**config.mk**
```make
export PLATFORM = sky130hd
export DESIGN_NAME = pol_sport_slave
export DESIGN_NICKNAME = d
export VERILOG_FILES = /design/src/rtl/pol_sport_pkg.sv /design/src/rtl/pol_sport_sync.sv /design/src/rtl/pol_sport_edge.sv /design/src/rtl/pol_sport_core.sv /design/src/rtl/pol_sport_slave.sv
export SDC_FILE = /design/constraint.sdc
export NUM_CORES = 1
export LEC_CHECK = 0
export BUFFER_PORTS_ARGS = -buffer_cell sky130_fd_sc_hd__buf_4
export CORE_MARGIN = 3
export CORE_UTILIZATION = 50
export DETAILED_ROUTE_END_ITERATION = 10
export GPL_TIMING_DRIVEN = 0
export PLACE_DENSITY = 0.73
export SYNTH_ARGS = -nofsm -noshare
export SYNTH_HDL_FRONTEND = slang
export SYNTH_SLANG_ARGS = --single-unit
```
**constraint.sdc**
```tcl
create_clock -name clk_i -period 1.9 [get_ports clk_i]
set_input_delay 0 -clock clk_i [delete_from_list [all_inputs] [get_ports clk_i]]
set_output_delay 0 -clock clk_i [all_outputs]
set_load 0.03 [all_outputs]
```
**src/rtl/pol_sport_pkg.sv**
```systemverilog
package pol_sport_pkg;
  typedef enum logic [1:0] {
    MODE_3W   = 2'd0,
    MODE_QSPI = 2'd1,
    MODE_2W   = 2'd2,
    MODE_OFF  = 2'd3
  } port_mode_e;
endpackage

```
**src/rtl/pol_sport_sync.sv**
```systemverilog
module pol_sport_sync #(
  parameter int unsigned W      = 1,
  parameter int unsigned STAGES = 2,
  parameter logic [W-1:0] RST_VAL = '0
) (
  input  logic         clk_i,
  input  logic         rst_ni,
  input  logic [W-1:0] d_i,
  output logic [W-1:0] q_o
);
  logic [W-1:0] stg_q [STAGES];

  always_ff @(posedge clk_i or negedge rst_ni) begin
    if (!rst_ni) stg_q[0] <= RST_VAL;
    else         stg_q[0] <= d_i;
  end

  for (genvar s = 1; s < STAGES; s++) begin : g_stage
    always_ff @(posedge clk_i or negedge rst_ni) begin
      if (!rst_ni) stg_q[s] <= RST_VAL;
      else         stg_q[s] <= stg_q[s-1];
    end
  end

  assign q_o = stg_q[STAGES-1];
endmodule

```
**src/rtl/pol_sport_edge.sv**
```systemverilog
module pol_sport_edge (
  input  logic clk_i,
  input  logic rst_ni,
  input  logic lvl_i,
  output logic rise_o,
  output logic fall_o
);
  logic prev_q;

  always_ff @(posedge clk_i or negedge rst_ni) begin
    if (!rst_ni) prev_q <= 1'b0;
    else         prev_q <= lvl_i;
  end

  assign rise_o = lvl_i & ~prev_q;
  assign fall_o = ~lvl_i & prev_q;
endmodule

```
**src/rtl/pol_sport_core.sv**
```systemverilog
module pol_sport_core #(
  parameter int unsigned WORD_W = 16
) (
  input  logic              clk_i,
  input  logic              rst_ni,
  input  logic              frame_i,
  input  logic              launch_i,
  input  logic              capture_i,
  input  logic              at_launch_lvl_i,
  input  logic              two_wire_i,
  input  logic              sdi_i,
  input  logic              tx_load_i,
  input  logic [WORD_W-1:0] tx_data_i,
  output logic              sdo_o,
  output logic              out_frame_o,
  output logic [WORD_W-1:0] rx_data_o,
  output logic              rx_valid_o
);
  localparam int unsigned CW = (WORD_W > 1) ? $clog2(WORD_W) : 1;
  localparam logic [CW-1:0] LAST = CW'(WORD_W - 1);

  logic [CW-1:0]     cnt_q;
  logic [WORD_W-1:0] rx_sh_q, tx_sh_q, tx_hold_q;
  logic              frame_q, tx_pend_q;
  logic              start, launch_any;

  assign start      = frame_i & ~frame_q;
  assign launch_any = launch_i | (start & at_launch_lvl_i);

  always_ff @(posedge clk_i or negedge rst_ni) begin
    if (!rst_ni) begin
      cnt_q       <= '0;
      rx_sh_q     <= '0;
      tx_sh_q     <= '0;
      tx_hold_q   <= '0;
      tx_pend_q   <= 1'b0;
      frame_q     <= 1'b0;
      out_frame_o <= 1'b0;
      sdo_o       <= 1'b0;
      rx_data_o   <= '0;
      rx_valid_o  <= 1'b0;
    end else begin
      frame_q    <= frame_i;
      rx_valid_o <= 1'b0;
      if (!frame_i) begin
        cnt_q       <= '0;
        rx_sh_q     <= '0;
        tx_sh_q     <= tx_hold_q;
        out_frame_o <= 1'b0;
      end else begin
        if (start) begin
          out_frame_o <= two_wire_i & tx_pend_q;
          if (two_wire_i) tx_pend_q <= 1'b0;
        end
        if (launch_any) begin
          sdo_o   <= tx_sh_q[WORD_W-1];
          tx_sh_q <= tx_sh_q << 1;
        end
        if (capture_i) begin
          if (cnt_q == LAST) begin
            // word complete: restart for a back-to-back word
            cnt_q       <= '0;
            rx_sh_q     <= '0;
            tx_sh_q     <= tx_hold_q;
            out_frame_o <= two_wire_i & tx_pend_q;
            if (two_wire_i) tx_pend_q <= 1'b0;
            if (!out_frame_o) begin
              rx_data_o  <= {rx_sh_q[WORD_W-2:0], sdi_i};
              rx_valid_o <= 1'b1;
            end
          end else begin
            cnt_q   <= cnt_q + 1'b1;
            rx_sh_q <= {rx_sh_q[WORD_W-2:0], sdi_i};
          end
        end
      end
      if (tx_load_i) begin
        tx_hold_q <= tx_data_i;
        tx_pend_q <= 1'b1;
      end
    end
  end
endmodule

```
**src/rtl/pol_sport_slave.sv**
```systemverilog
module pol_sport_slave
  import pol_sport_pkg::*;
#(
  parameter int unsigned WORD_W      = 16,
  parameter int unsigned SYNC_STAGES = 2
) (
  input  logic              clk_i,
  input  logic              rst_ni,
  input  logic              sclk_i,
  input  logic              fs_ni,
  input  logic              sdi_i,
  input  logic              polarity_i,
  input  logic [1:0]        mode_i,
  input  logic              two_wire_i,
  input  logic [WORD_W-1:0] tx_data_i,
  input  logic              tx_load_i,
  output logic [WORD_W-1:0] rx_data_o,
  output logic              rx_valid_o,
  output logic              sdo_o,
  output logic              sdo_oe_o
);
  port_mode_e mode;
  logic [2:0] pins_s;
  logic       sclk_s, fs_s, sdi_s;
  logic       sclk_rise, sclk_fall;
  logic       port_en, frame_act, launch, capture, out_frame;

  always_comb begin
    unique case (mode_i)
      2'b00:   mode = two_wire_i ? MODE_2W : MODE_3W;
      2'b01:   mode = MODE_QSPI;
      default: mode = MODE_OFF;
    endcase
  end

  pol_sport_sync #(
    .W(3), .STAGES(SYNC_STAGES), .RST_VAL(3'b010)
  ) u_sync (
    .clk_i (clk_i),
    .rst_ni(rst_ni),
    .d_i   ({sclk_i, fs_ni, sdi_i}),
    .q_o   (pins_s)
  );
  assign {sclk_s, fs_s, sdi_s} = pins_s;

  pol_sport_edge u_sclk_edge (
    .clk_i (clk_i),
    .rst_ni(rst_ni),
    .lvl_i (sclk_s),
    .rise_o(sclk_rise),
    .fall_o(sclk_fall)
  );

  assign port_en   = (mode != MODE_OFF);
  assign frame_act = port_en & ~fs_s;
  assign launch    = frame_act & (polarity_i ? sclk_fall : sclk_rise);
  assign capture   = frame_act & (polarity_i ? sclk_rise : sclk_fall);

  pol_sport_core #(.WORD_W(WORD_W)) u_core (
    .clk_i          (clk_i),
    .rst_ni         (rst_ni),
    .frame_i        (frame_act),
    .launch_i       (launch),
    .capture_i      (capture),
    .at_launch_lvl_i(sclk_s != polarity_i),
    .two_wire_i     (mode == MODE_2W),
    .sdi_i          (sdi_s),
    .tx_load_i      (tx_load_i),
    .tx_data_i      (tx_data_i),
    .sdo_o          (sdo_o),
    .out_frame_o    (out_frame),
    .rx_data_o      (rx_data_o),
    .rx_valid_o     (rx_valid_o)
  );

  always_comb begin
    unique case (mode)
      MODE_3W:   sdo_oe_o = 1'b1;
      MODE_QSPI: sdo_oe_o = frame_act;
      MODE_2W:   sdo_oe_o = frame_act & out_frame;
      default:   sdo_oe_o = 1'b0;
    endcase
  end
endmodule

```
# Word level (Yosys, flattened, before mapping)
# Index checks and enable logic that the tools add are counted.
# word_totals
mem_bits_ro	0
ff_bits	79
elab_cells	71
output_inout_bits	19
ram_bits	0
latchBits	0
mem_count	0
in_bits	26
# op_classes
bitwise_logic	15
eq_ne	7
mux	30
n_addsub	1
n_lt_le_gt_ge	0
mul	0
shifts	0
div	0
reduce_logical	5
# ops
op	count
$mux W16	4
$mux W15	3
$mux W1	17
$mux W4	3
$and A1 B1 Y1	9
$not A1 Y1	5
$add A4 B1 Y4 const B	1
$eq A2 B1 Y1 const B	2
$eq A4 B4 Y1 const B	1
$logic_not A2 Y1	2
$pmux W2 S2	1
$reduce_and A4 Y1	1
$pmux W1 S3	1
$eq A2 B2 Y1 const B	1
$mux W2	1
$ne A2 B1 Y1 const B	1
$ne A2 B2 Y1 const B	1
$reduce_and A2 Y1	1
$reduce_bool A2 Y1	1
$ne A1 B1 Y1	1
$or A1 B1 Y1	1

# Longest topological paths before layout
# Gate-level depths: netlist of run 1.
# logic_depth
depth_word	11
mapped_depth	7
depth_no_buf	5

# By module
# A second synthesis of run 1 with hierarchy kept.
# hier_totals
hier_cells	252
hier_area_um2	3259.4
# by_module_without_submodules
mod	cells_per_inst	area_each_um2	seq_area_each_um2	instances
pol_sport_core	230	2976.6	1801.7	1
pol_sport_sync	9	175.2	152.6	1
pol_sport_slave	10	67.6	0.0	1
pol_sport_edge	3	40.0	25.0	1

# Worst setup path before layout of run 1
# OpenSTA, ideal clock, no wires.
# synth_path
kind	register to register
from	reg u_core.cnt_q[0]
to	reg u_core.rx_data_o[12]
required_time_ps	1775
path_stages_with_launch	7
n_path_buf	1
setup_ps	125
slack_ps	80
arrival_time_ps	1695
period_less_slack_ps	1820
path_cell_list	dfrtp_1 -> ha_1 -> and3_1 -> o211ai_2 -> nor2_4 -> buf_4 -> mux2_2
# synth_via
elab_chain_cells	2
# synth_lines
item	line	source
from (decl)	pol_sport_core.sv:22	logic [CW-1:0] cnt_q;
from (signal assigned)	pol_sport_core.sv:72	cnt_q <= cnt_q + 1'b1;
$eq A4 B4 Y1	pol_sport_core.sv:60	if (cnt_q == LAST) begin
$reduce_and A4 Y1 (no source line)	n/a	
to (signal assigned)	pol_sport_core.sv:68	rx_data_o <= {rx_sh_q[WORD_W-2:0], sdi_i};
to (decl)	pol_sport_core.sv:16	output logic [WORD_W-1:0] rx_data_o,
# Every way passes these cells.
# A chain may end at the register's enable or synchronous reset.

# Worst setup path in the final report of run 1
# layout_path
from	reg u_sync.stg_q, in the netlist u_sync.q_o[2]
to	reg u_core.tx_sh_q[5]
# layout_via
elab_chain_cells	9
word_cells_on_any_way	14
classes_between	eq/ne: 1; mux: 6; bitwise: 7
# layout_lines
item	line	source
from (decl)	pol_sport_sync.sv:11	logic [W-1:0] stg_q [STAGES];
from (signal, indexed assignment)	pol_sport_sync.sv:21	else stg_q[s] <= stg_q[s-1];
$not A1 Y1	pol_sport_edge.sv:16	assign fall_o = ~lvl_i & prev_q;
$and A1 B1 Y1	pol_sport_edge.sv:16	
$mux W1	pol_sport_slave.sv:56	assign launch = frame_act & (polarity_i ? sclk_fall : sclk_rise);
$and A1 B1 Y1	pol_sport_slave.sv:56	
$or A1 B1 Y1	pol_sport_core.sv:28	assign launch_any = launch_i | (start & at_launch_lvl_i);
$mux W16	pol_sport_core.sv:55	if (launch_any) begin
$mux W16	pol_sport_core.sv:60	
$mux W16 (*)	pol_sport_core.sv:59	if (capture_i) begin
$mux W16 (*)	pol_sport_core.sv:45	if (!frame_i) begin
to (signal assigned)	pol_sport_core.sv:48	tx_sh_q <= tx_hold_q;
to (signal assigned)	pol_sport_core.sv:57	tx_sh_q <= tx_sh_q << 1;
to (signal assigned)	pol_sport_core.sv:64	tx_sh_q <= tx_hold_q;
to (decl)	pol_sport_core.sv:23	logic [WORD_W-1:0] rx_sh_q, tx_sh_q, tx_hold_q;
# Mark *: on every way between the ends. The rest lies on a longest branch, timed or not.

==> flow_summary.json, run 1 <==
{
  "fin_skew_ns": 0.01285,
  "intPower_mw": 2.880,
  "core_area_um2": 7767,
  "ctsHtreeMaxLevel": 3,
  "path_clk_slew_ns": 0.10,
  "nets": 444,
  "critical_path_class": "flip-flop to flip-flop",
  "ys_seq_area_share_pct": 49.41,
  "p_leak_nw": 2.197,
  "synth-seq-cells": 79,
  "first_global_vias": 3089,
  "cp-end-kind": "flip-flop",
  "detail_route.vias_per_cell": 5.823,
  "netlist_top_cells_area": "dfrtp_1 48%, mux2_2 10%, or3b_1 5.5%",
  "ant_nets": 0,
  "p_sw_share_pct": 27.38,
  "layout-drive-gt1-share_pct": 34.60,
  "synth_cell_types": 48,
  "worstPathArrival_ns": 2.07,
  "rsz0062_at_grt": "yes",
  "synthArstFlopShare_pct": 100.0,
  "irDropWorstVdd_mv": 0.4905,
  "status": "completed",
  "overflow": 0,
  "finalHoldViolCount": 0,
  "clock_latency_ns": 0.35,
  "grt_max_degree": 80,
  "detail_route.wirelength_mm": 8.821,
  "fin_crit_ns": 1.839,
  "synthToLayoutAreaGrowth_pct": 25.36,
  "grt_util_all_layers_pct": 21.21,
  "tightestPinTransition_ns": 0.9582,
  "yosysTopAreaCell": "dfrtp_1",
  "finalCritPeriodShare_pct": 96.77,
  "io_buffers": 43,
  "drc": 0,
  "gp_congestion": 0.8569,
  "diodes": 0,
  "synth_top_area_share_pct": 48.09,
  "finalMaxSlewViolations": 0,
  "clkPwrFrac_pct": 37.0,
  "switching_power_mw": 1.086,
  "clockBufferDepth": 2,
  "drv_cap": 0,
  "dp_hpwl_mm": 5.757,
  "via_count": 3051,
  "required_ns": 2.13,
  "rows": 32,
  "synth-edff-count": 0,
  "cp-start-kind": "flip-flop",
  "dp_worst_setup_slack_ns": -0.1556,
  "drt-initial-drc-count": 175,
  "pwr-share-seq_pct": 47.5,
  "powerDensity_nw_per_um2": 789.7,
  "wl_per_cell_um": 16.83,
  "cts_buffers": 9,
  "mappedNetlistArea_um2": 4006,
  "firstDrtPassIters": 5,
  "ys.flop_type": "dfrtp_1",
  "fp.dieW_um": 95.52,
  "timing.final.ws_setup_ns": 0.06131,
  "slew_headroom_pct": 36.12,
  "clock_sinks": 79,
  "power_frac_comb_pct": 15.5,
  "die_h_um": 95.52,
  "syn_nets": 364,
  "min_path_type": "primary input to flip-flop",
  "cts_tree": "done",
  "ys_top_cells_by_count": "77 x dfrtp_1, 37 x mux2_2, 25 x or3b_1, 18 x a21oi_1, 18 x nand2_1",
  "pin_count": 45,
  "fmax_ghz": 0.5439,
  "setup_viol": 0,
  "yosys_warnings": 0,
  "synth.avg_cell_area_um2": 11.89,
  "antenna_found_initial": 0,
  "yosysMostFrequentCell": "dfrtp_1",
  "root_buffer": "clkbuf_8",
  "start_util_pct": 51.58,
  "syn_inst": 337,
  "worstPathMaxFanout": 10,
  "tns_ns": 0,
  "ff2ff_setup_slack_ns": 0.06,
  "grt_pass1_wl_mm": 15.19,
  "die_area_um2": 9123
}
## metal layers
layer	track usage (%)	share of wire [%]	vias to the layer above
met3	5.998	4.9	7
met5	0	0	-
met2	35.39	52	86
met4	4.858	0.76	0
met1	27.46	43	1526
li1	-	-	1432
## power groups by stage
stage	Combinational [mW]	Clock, mW	Sequential, mW
5_1_grt	0.681	1.58	1.90
4_1_cts	0.603	1.50	1.88
3_5_place_dp	0.559	0	1.91
2_1_floorplan	0.380	0	1.90
3_3_place_gp	0.541	0	1.91
6_report	0.615	1.47	1.89
## area by class of cell
type,instances,area (µm²)
sequential,79,1979
clock inverter,7,108.9
inverter,4,16.27
fill,628,2745
timing repair buffer,69,575.6
tap,102,127.6
multi-input combinational,226,1906
clock buffer,9,123.9
buffer,28,185.2
## cells in the final DEF, fill, tap and decap left out, types with 2 or more instances in the layout
master / n
dfrtp_1: 77
buf_4: 48
mux2_2: 37
or3b_1: 25
dlygate4sd3_1: 23
nand2_1: 18
a21oi_1: 17
nand3b_1: 16
a22o_1: 16
o21ai_0: 15
o31ai_1: 14
a221oi_1: 13
clkbuf_8: 9
buf_2: 8
clkbuf_1: 8
mux2_4: 8
nor2_1: 6
buf_6: 4
mux2_1: 4
nand3_1: 4
inv_1: 3
or3b_2: 3
inv_6: 3
buf_8: 2
clkbuf_4: 2
clkbuf_2: 2
o21ai_1: 2
o311ai_0: 2
a22oi_1: 2
bufinv_16: 2
inv_8: 2
dfstp_2: 2
## through the flow
stage	cell area, µm²	utilization, %	hold slack (ns)	cells	power, mW
3_3_place_gp	4457	57.38	0.1094	482	2.449
4_1_cts	4954	63.77	0.03229	523	3.985
5_1_grt	5022	64.66	0.06052	524	4.160
2_1_floorplan	4006	-	-0.2956	337	2.276
3_5_place_dp	4457	57.38	0.1095	482	2.471
6_report	5022	64.66	0.04990	524	3.966
## flip-flops by register name, indices dropped and copies added (netlist names)
| signal | flops |
|---|---|
| u_core.rx_data_o | 16 |
| u_core.tx_hold_q | 16 |
| u_core.tx_sh_q | 16 |
| u_core.rx_sh_q | 15 |
| u_core.cnt_q | 4 |
| u_sync.q_o | 3 |
| u_sync.stg_q | 3 |
| u_core.frame_q | 1 |
| u_core.out_frame_o | 1 |
| u_core.rx_valid_o | 1 |
| u_core.sdo_o | 1 |
| u_core.tx_pend_q | 1 |
| u_sclk_edge.prev_q | 1 |
## cells by family after synthesis
group                      after synthesis  share of synthesized area [%]
AOI/OAI and AO/OA                       89                          15.93
and+or+nand+nor                         84                          14.34
DFF                                     79                          49.41
muxes                                   50                          14.77
buffers and inverters                   32                          4.434
xor gates and xnor gates                 2                         0.8122
adders and majority gates                1                         0.3123
## what timing repair did
action | 4_1_cts | 5_1_grt
setup buffers | 2 | 1
pin swaps | 2 | 0
hold endpoints to repair | 98 | 0
gates resized for setup | 3 | 19
setup endpoints to repair | 19 | 31
hold buffers | 23 | 0
## worst max-delay path, stage by stage (launching register included)
cell and delay (ns):
dfrtp_1 0.44, buf_8 0.18, buf_2 0.18, or3b_1 0.39
a21oi_1 0.18, a221oi_1 0.07, mux2_2 0.28
## final timing paths
kind,from,end,cells after the start
setup / recovery,u_sync.q_o[2],u_core.tx_sh_q[5],6
hold / removal,mode_i[1],u_core.cnt_q[2],4
setup reg to reg,u_sync.q_o[2],u_core.tx_sh_q[5],6
hold reg to reg,u_sync.stg_q[3],u_sync.q_o[0],0
max in group asynchronous,rst_ni,u_core.rx_sh_q[0],2
min in group asynchronous,rst_ni,u_core.tx_hold_q[3],2
(Power assumes the default switching activity.)
==> inputs of run 2 (changes only) <==
Settings changed: CELL_PAD_IN_SITES_DETAIL_PLACEMENT from default to 0, CELL_PAD_IN_SITES_GLOBAL_PLACEMENT from default to 1, CORE_UTILIZATION 50 to 42, CTS_CLUSTER_DIAMETER from default to 60, PLACE_DENSITY 0.73 to default, PLACE_DENSITY_LB_ADDON from default to 0.1.
==> run 2 against run 1 <==
  * Count of clock-buffer cells in the layout is 1 higher
  * Die area increased by 18%
  * First-iteration DRC count is 35% lower
  * Final cell count up 5.5%
  * Via count shrank 2.1%
  * Largest cell class unchanged
  * Routed wire length is 2.4% higher
  * Sequential power is essentially flat
  * Sequential share of layout area hardly changed
  * Power is 6.4% lower
==> flow_summary.json, run 2 (synthesized netlist as in run 1, its figures left out) <==
{
  "fin_crit_ns": 1.828,
  "cp-end-kind": "flip-flop",
  "powerDensity_nw_per_um2": 739.3,
  "root_buffer": "clkbuf_8",
  "nets": 446,
  "routed-wl-met3_um": 392,
  "die_h_um": 103.7,
  "finalCritPeriodShare_pct": 96.21,
  "p_leak_nw": 2.194,
  "final_common_cell": "dfrtp_1",
  "cts_buffers": 9,
  "rsz0062_at_grt": "no",
  "ctsHtreeMaxLevel": 3,
  "fp.dieW_um": 103.7,
  "dp_worst_setup_slack_ns": -0.1623,
  "clockBufferDepth": 2,
  "multiInputGateArea_um2": 1889,
  "wl_per_cell_um": 16.33,
  "grt_util_all_layers_pct": 17.20,
  "layout-drive-gt1-share_pct": 34.91,
  "first_global_vias": 3015,
  "finalMaxSlewViolations": 0,
  "pin_count": 45,
  "start_util_pct": 43.36,
  "maxUsedRoutingLayer": "met4",
  "regArea_um2": 1979,
  "slew_headroom_pct": 34.20,
  "timing.final.ws_setup_ns": 0.07206,
  "core_area_um2": 9240,
  "cp-startpoint": "u_sync.q_o[2]",
  "gp_congestion": 0.8030,
  "die_area_um2": 10750,
  "clock_latency_ns": 0.35,
  "fillers": 816,
  "overflow": 0,
  "most-common-layout-cells": "77 x dfrtp_1, 51 x buf_4, 37 x mux2_2",
  "antenna_found_initial": 0,
  "ant_nets": 0,
  "stdcell_count": 553,
  "detail_route.vias_per_cell": 5.400,
  "reg2reg_depth": 6,
  "fmax_ghz": 0.5471,
  "finalHoldViolCount": 0,
  "rows": 35,
  "worstPathMaxFanout": 10,
  "detail_route.wirelength_mm": 9.032,
  "dp_hpwl_mm": 5.770,
  "fin_skew_ns": 0.007043,
  "status": "completed",
  "required_ns": 2.14,
  "setup_viol": 0,
  "clock_sinks": 79,
  "dpl.cell_count": 509,
  "grt_max_degree": 80,
  "drv_cap": 0,
  "timing.rr.start": "u_sync.q_o[2]",
  "worstPathArrival_ns": 2.07,
  "diodes": 0,
  "routed-wl-met2_mm": 4.447,
  "cts_tree": "done",
  "timing.rr.end": "u_core.tx_sh_q[14]",
  "irDropWorstVdd_mv": 0.4595,
  "path_clk_slew_ns": 0.09,
  "io_buffers": 43,
  "drc": 0,
  "drt-initial-drc-count": 113,
  "wl_met1_mm": 4.103,
  "tightestPinTransition_ns": 0.9871,
  "cp-start-kind": "flip-flop",
  "min_path_type": "primary input to flip-flop",
  "via_count": 2986,
  "firstDrtPassIters": 4,
  "grt_pass1_wl_mm": 15.21,
  "crit_end": "u_core.tx_sh_q[14]",
  "top_regs": "u_core.rx_data_o x16, u_core.tx_hold_q x16, u_core.tx_sh_q x16",
  "hold_start": "mode_i[1]",
  "synthToLayoutAreaGrowth_pct": 25.39,
  "ff2ff_setup_slack_ns": 0.07,
  "critical_path_class": "flip-flop to flip-flop"
}
-- run 2: cell count changes in the layout (fill, tap and decap cells not counted), sizes merged --
| cell | before | now |
|---|---|---|
| buf | 62 | 65 |
| clkinv | 1 | 4 |
| bufinv | 2 | 0 |
| inv | 8 | 6 |
-- run 2: critical path, stage by stage, from the launching register on --
cell	delay, ns
dfrtp_1	0.43
buf_6	0.18
buf_6	0.14
or3b_2	0.47
a21oi_1	0.14
a221oi_1	0.08
mux2_4	0.28
-- run 2: per-stage QoR --
| stage | TNS, ns | area, µm² | hold slack, ns | util, % | power, mW |
|---|---|---|---|---|---|
| final | 0 | 5024 | 0.05793 | 54.37 | 3.714 |
| after CTS | -0.1102 | 4943 | 0.03976 | 53.50 | 3.757 |
| after detailed placement | -1.742 | 4491 | 0.1103 | 48.60 | 2.477 |
| after global routing | 0 | 5024 | 0.07686 | 54.37 | 3.911 |
| after floorplan | 0 | 4006 | -0.2956 | - | 2.276 |
| after global placement | -1.720 | 4491 | 0.1091 | 48.60 | 2.465 |
-- run 2: power by group --
group | total, mW | switching (mW) | internal [mW]
Combinational | 0.617 | 0.291 | 0.326
Sequential | 1.88 | 0.100 | 1.78
Clock | 1.21 | 0.682 | 0.532
-- run 2: how the worst min path moves through the flow --
| stage | to | cells after the start |
|---|---|---|
| floorplan | u_core.cnt_q[0] | 0 |
| global placement | u_sync.stg_q[4] | 1 |
| detailed placement | u_sync.stg_q[4] | 1 |
| CTS | u_core.cnt_q[2] | 4 |
| global route | u_core.cnt_q[2] | 4 |
| finish | u_core.cnt_q[2] | 4 |
-- run 2: layout make-up --
class / count / share of cell area, %
sequential: 79 / 39.40
multi-input combinational: 226 / 37.61
timing repair buffer: 71 / 12.08
buffer: 28 / 3.611
tap: 129 / 3.213
clock buffer: 10 / 2.740
clock inverter: 6 / 1.021
inverter: 4 / 0.3238
-- run 2: timing repair --
action,CTS,global route
gates resized for setup,3,19
pin swaps,2,1
hold endpoints to repair,98,0
hold buffers,23,0
cloned,0,0
setup buffers,2,3
endpoints found under the setup margin,28,41
-- run 2: routing by layer --
metal,global-route usage [%],up-vias
met5,0,-
met4,5.698,0
met3,3.489,10
met2,27.85,68
met1,23.20,1477
li1,-,1431
==> inputs of run 3 (changes only) <==
Settings changed: CELL_PAD_IN_SITES_DETAIL_PLACEMENT 0 to 1.
==> run 3 against run 2 <==
  * Final cell count is 0.18% lower
  * Worst hold slack better by 0.0058 ns
  * Critical path depth stayed put
  * Combinational power is 2% higher
  * Sequential power hardly changed
  * Global-route usage is 1.7 points higher
  * Clock power is 26% higher
  * Via count is 2.8% higher
==> flow_summary.json, run 3 (synthesized netlist as in run 1, its figures left out) <==
{
  "grt_pass1_wl_mm": 16.66,
  "diodes": 0,
  "firstDrtPassIters": 4,
  "intPower_mw": 2.992,
  "fp.dieW_um": 103.7,
  "cp-start-kind": "flip-flop",
  "post_dp_cell_area_um2": 4491,
  "ctsHtreeMaxLevel": 3,
  "finalCritPeriodShare_pct": 98.70,
  "overflow": 0,
  "grt_util_all_layers_pct": 18.87,
  "finalMaxSlewViolations": 0,
  "nets": 445,
  "drc": 0,
  "final_common_cell": "dfrtp_1",
  "pin_count": 45,
  "gp_congestion": 0.8030,
  "rows": 35,
  "die_area_um2": 10750,
  "worstPathArrival_ns": 2.11,
  "fmax_ghz": 0.5332,
  "fin_skew_ns": 0.006519,
  "clock_latency_ns": 0.35,
  "synthToLayoutAreaGrowth_pct": 26.55,
  "detail_route.vias_per_cell": 5.560,
  "root_buffer": "clkbuf_8",
  "timing.final.ws_setup_ns": 0.02469,
  "power_frac_comb_pct": 15.6,
  "powerDensity_nw_per_um2": 795.4,
  "dp_worst_setup_slack_ns": -0.1931,
  "irDropWorstVdd_mv": 0.4037,
  "min_path_type": "primary input to flip-flop",
  "die_h_um": 103.7,
  "ant_nets": 0,
  "fin_crit_ns": 1.875,
  "first_global_vias": 3297,
  "cp-end-kind": "flip-flop",
  "critical_path_class": "flip-flop to flip-flop",
  "tightestPinTransition_ns": 0.9908,
  "most-common-layout-cells": "77 x dfrtp_1, 52 x buf_4, 37 x mux2_2",
  "pwr-share-seq_pct": 46.8,
  "via_count": 3069,
  "drv_cap": 0,
  "clkPwrFrac_pct": 37.6,
  "finalHoldViolCount": 0,
  "drt-initial-drc-count": 105,
  "top_regs": "u_core.rx_data_o x16, u_core.tx_hold_q x16, u_core.tx_sh_q x16",
  "stdcell_count": 552,
  "detail_route.wirelength_mm": 9.924,
  "worstPathMaxFanout": 10,
  "power_mw": 4.032,
  "fillers": 976,
  "dp_hpwl_mm": 6.446,
  "p_leak_nw": 2.203,
  "rsz0062_at_grt": "yes",
  "setup_viol": 0,
  "hold_ws_ns": 0.06370,
  "antenna_found_initial": 0,
  "cts_buffers": 9,
  "wl_per_cell_um": 17.98,
  "slew_headroom_pct": 33.95,
  "p_sw_share_pct": 25.80,
  "status": "completed",
  "switching_power_mw": 1.040,
  "layout-drive-gt1-share_pct": 34.75,
  "path_clk_slew_ns": 0.08,
  "dpl.cell_count": 509,
  "clockBufferDepth": 2,
  "cts_tree": "done",
  "grt_max_degree": 80,
  "clock_sinks": 79,
  "start_util_pct": 43.36,
  "required_ns": 2.13,
  "regArea_um2": 1979,
  "multiInputGateArea_um2": 1912,
  "core_area_um2": 9240,
  "io_buffers": 43,
  "fin_area_um2": 5070
}
==> run 3: changes by cell type in the layout (fill, tap and decap cells not counted), moves of 2 or more <==
cell       change
a221oi_1       -2
a221oi_2       +2
clkbuf_1       +2
bufinv_16      +3
==> run 3: worst max-delay path, stage by stage, from the launching register on <==
cell and delay, ns:
dfrtp_1 0.43, buf_6 0.18, buf_6 0.14, or3b_2 0.46, a21oi_1 0.20, a221oi_2 0.07, mux2_4 0.28
==> run 3: cell type report <==
| type | count | share of cell area, % |
|---|---|---|
| Sequential cell | 79 | 39.04 |
| Multi-Input combinational cell | 226 | 37.71 |
| Timing Repair Buffer | 70 | 11.50 |
| Buffer | 28 | 3.529 |
| Tap cell | 129 | 3.184 |
| Clock buffer | 11 | 2.591 |
| Clock inverter | 5 | 2.122 |
| Inverter | 4 | 0.3208 |
==> run 3: worst paths after layout <==
| path | slack [ns] | cells past startpoint | end | startpoint |
|---|---|---|---|---|
| worst max-delay path | 0.02 | 6 | u_core.tx_sh_q[14] | u_sync.q_o[2] |
| worst min-delay path | 0.06 | 4 | u_core.cnt_q[2] | mode_i[1] |
| worst max register to register | 0.02 | 6 | u_core.tx_sh_q[14] | u_sync.q_o[2] |
| worst min register to register | 0.36 | 0 | u_sync.q_o[2] | u_sync.stg_q[5] |
| max in group asynchronous | 0.90 | 2 | u_core.tx_sh_q[11] | rst_ni |
| min in group asynchronous | 0.36 | 2 | u_core.tx_hold_q[3] | rst_ni |
==> run 3: timing repair <==
| action | 4_1_cts | 5_1_grt |
|---|---|---|
| hold buffers | 23 | 0 |
| buffers inserted | 2 | 2 |
| setup endpoints to repair | 30 | 41 |
| gates resized for setup | 7 | 16 |
| pin swaps | 2 | 0 |
| hold endpoints to repair | 98 | 0 |
==> run 3: per-layer routing <==
layer | global-route usage (%) | vias to the layer above | wire length, µm
met5 | 0 | - | 0
met4 | 4.368 | 0 | 108
met3 | 3.863 | 11 | 210
met2 | 32.52 | 48 | 5161
met1 | 24.55 | 1591 | 4444
li1 | - | 1419 | -
==> run 3: stage by stage <==
step,utilization (%),TNS (ns)
3_5_place_dp,48.60,-2.195
2_1_floorplan,-,0
3_3_place_gp,48.60,-1.720
5_1_grt,54.87,-0.02272
4_1_cts,54.20,0
6_report,54.87,0
==> run 3: power groups by stage <==
stage / registers, mW / logic [mW] / clock network (mW)
finish: 1.89 / 0.631 / 1.52
global route: 1.90 / 0.697 / 1.62
CTS: 1.88 / 0.626 / 1.57
detailed placement: 1.92 / 0.572 / 0
global placement: 1.91 / 0.552 / 0
floorplan: 1.90 / 0.380 / 0
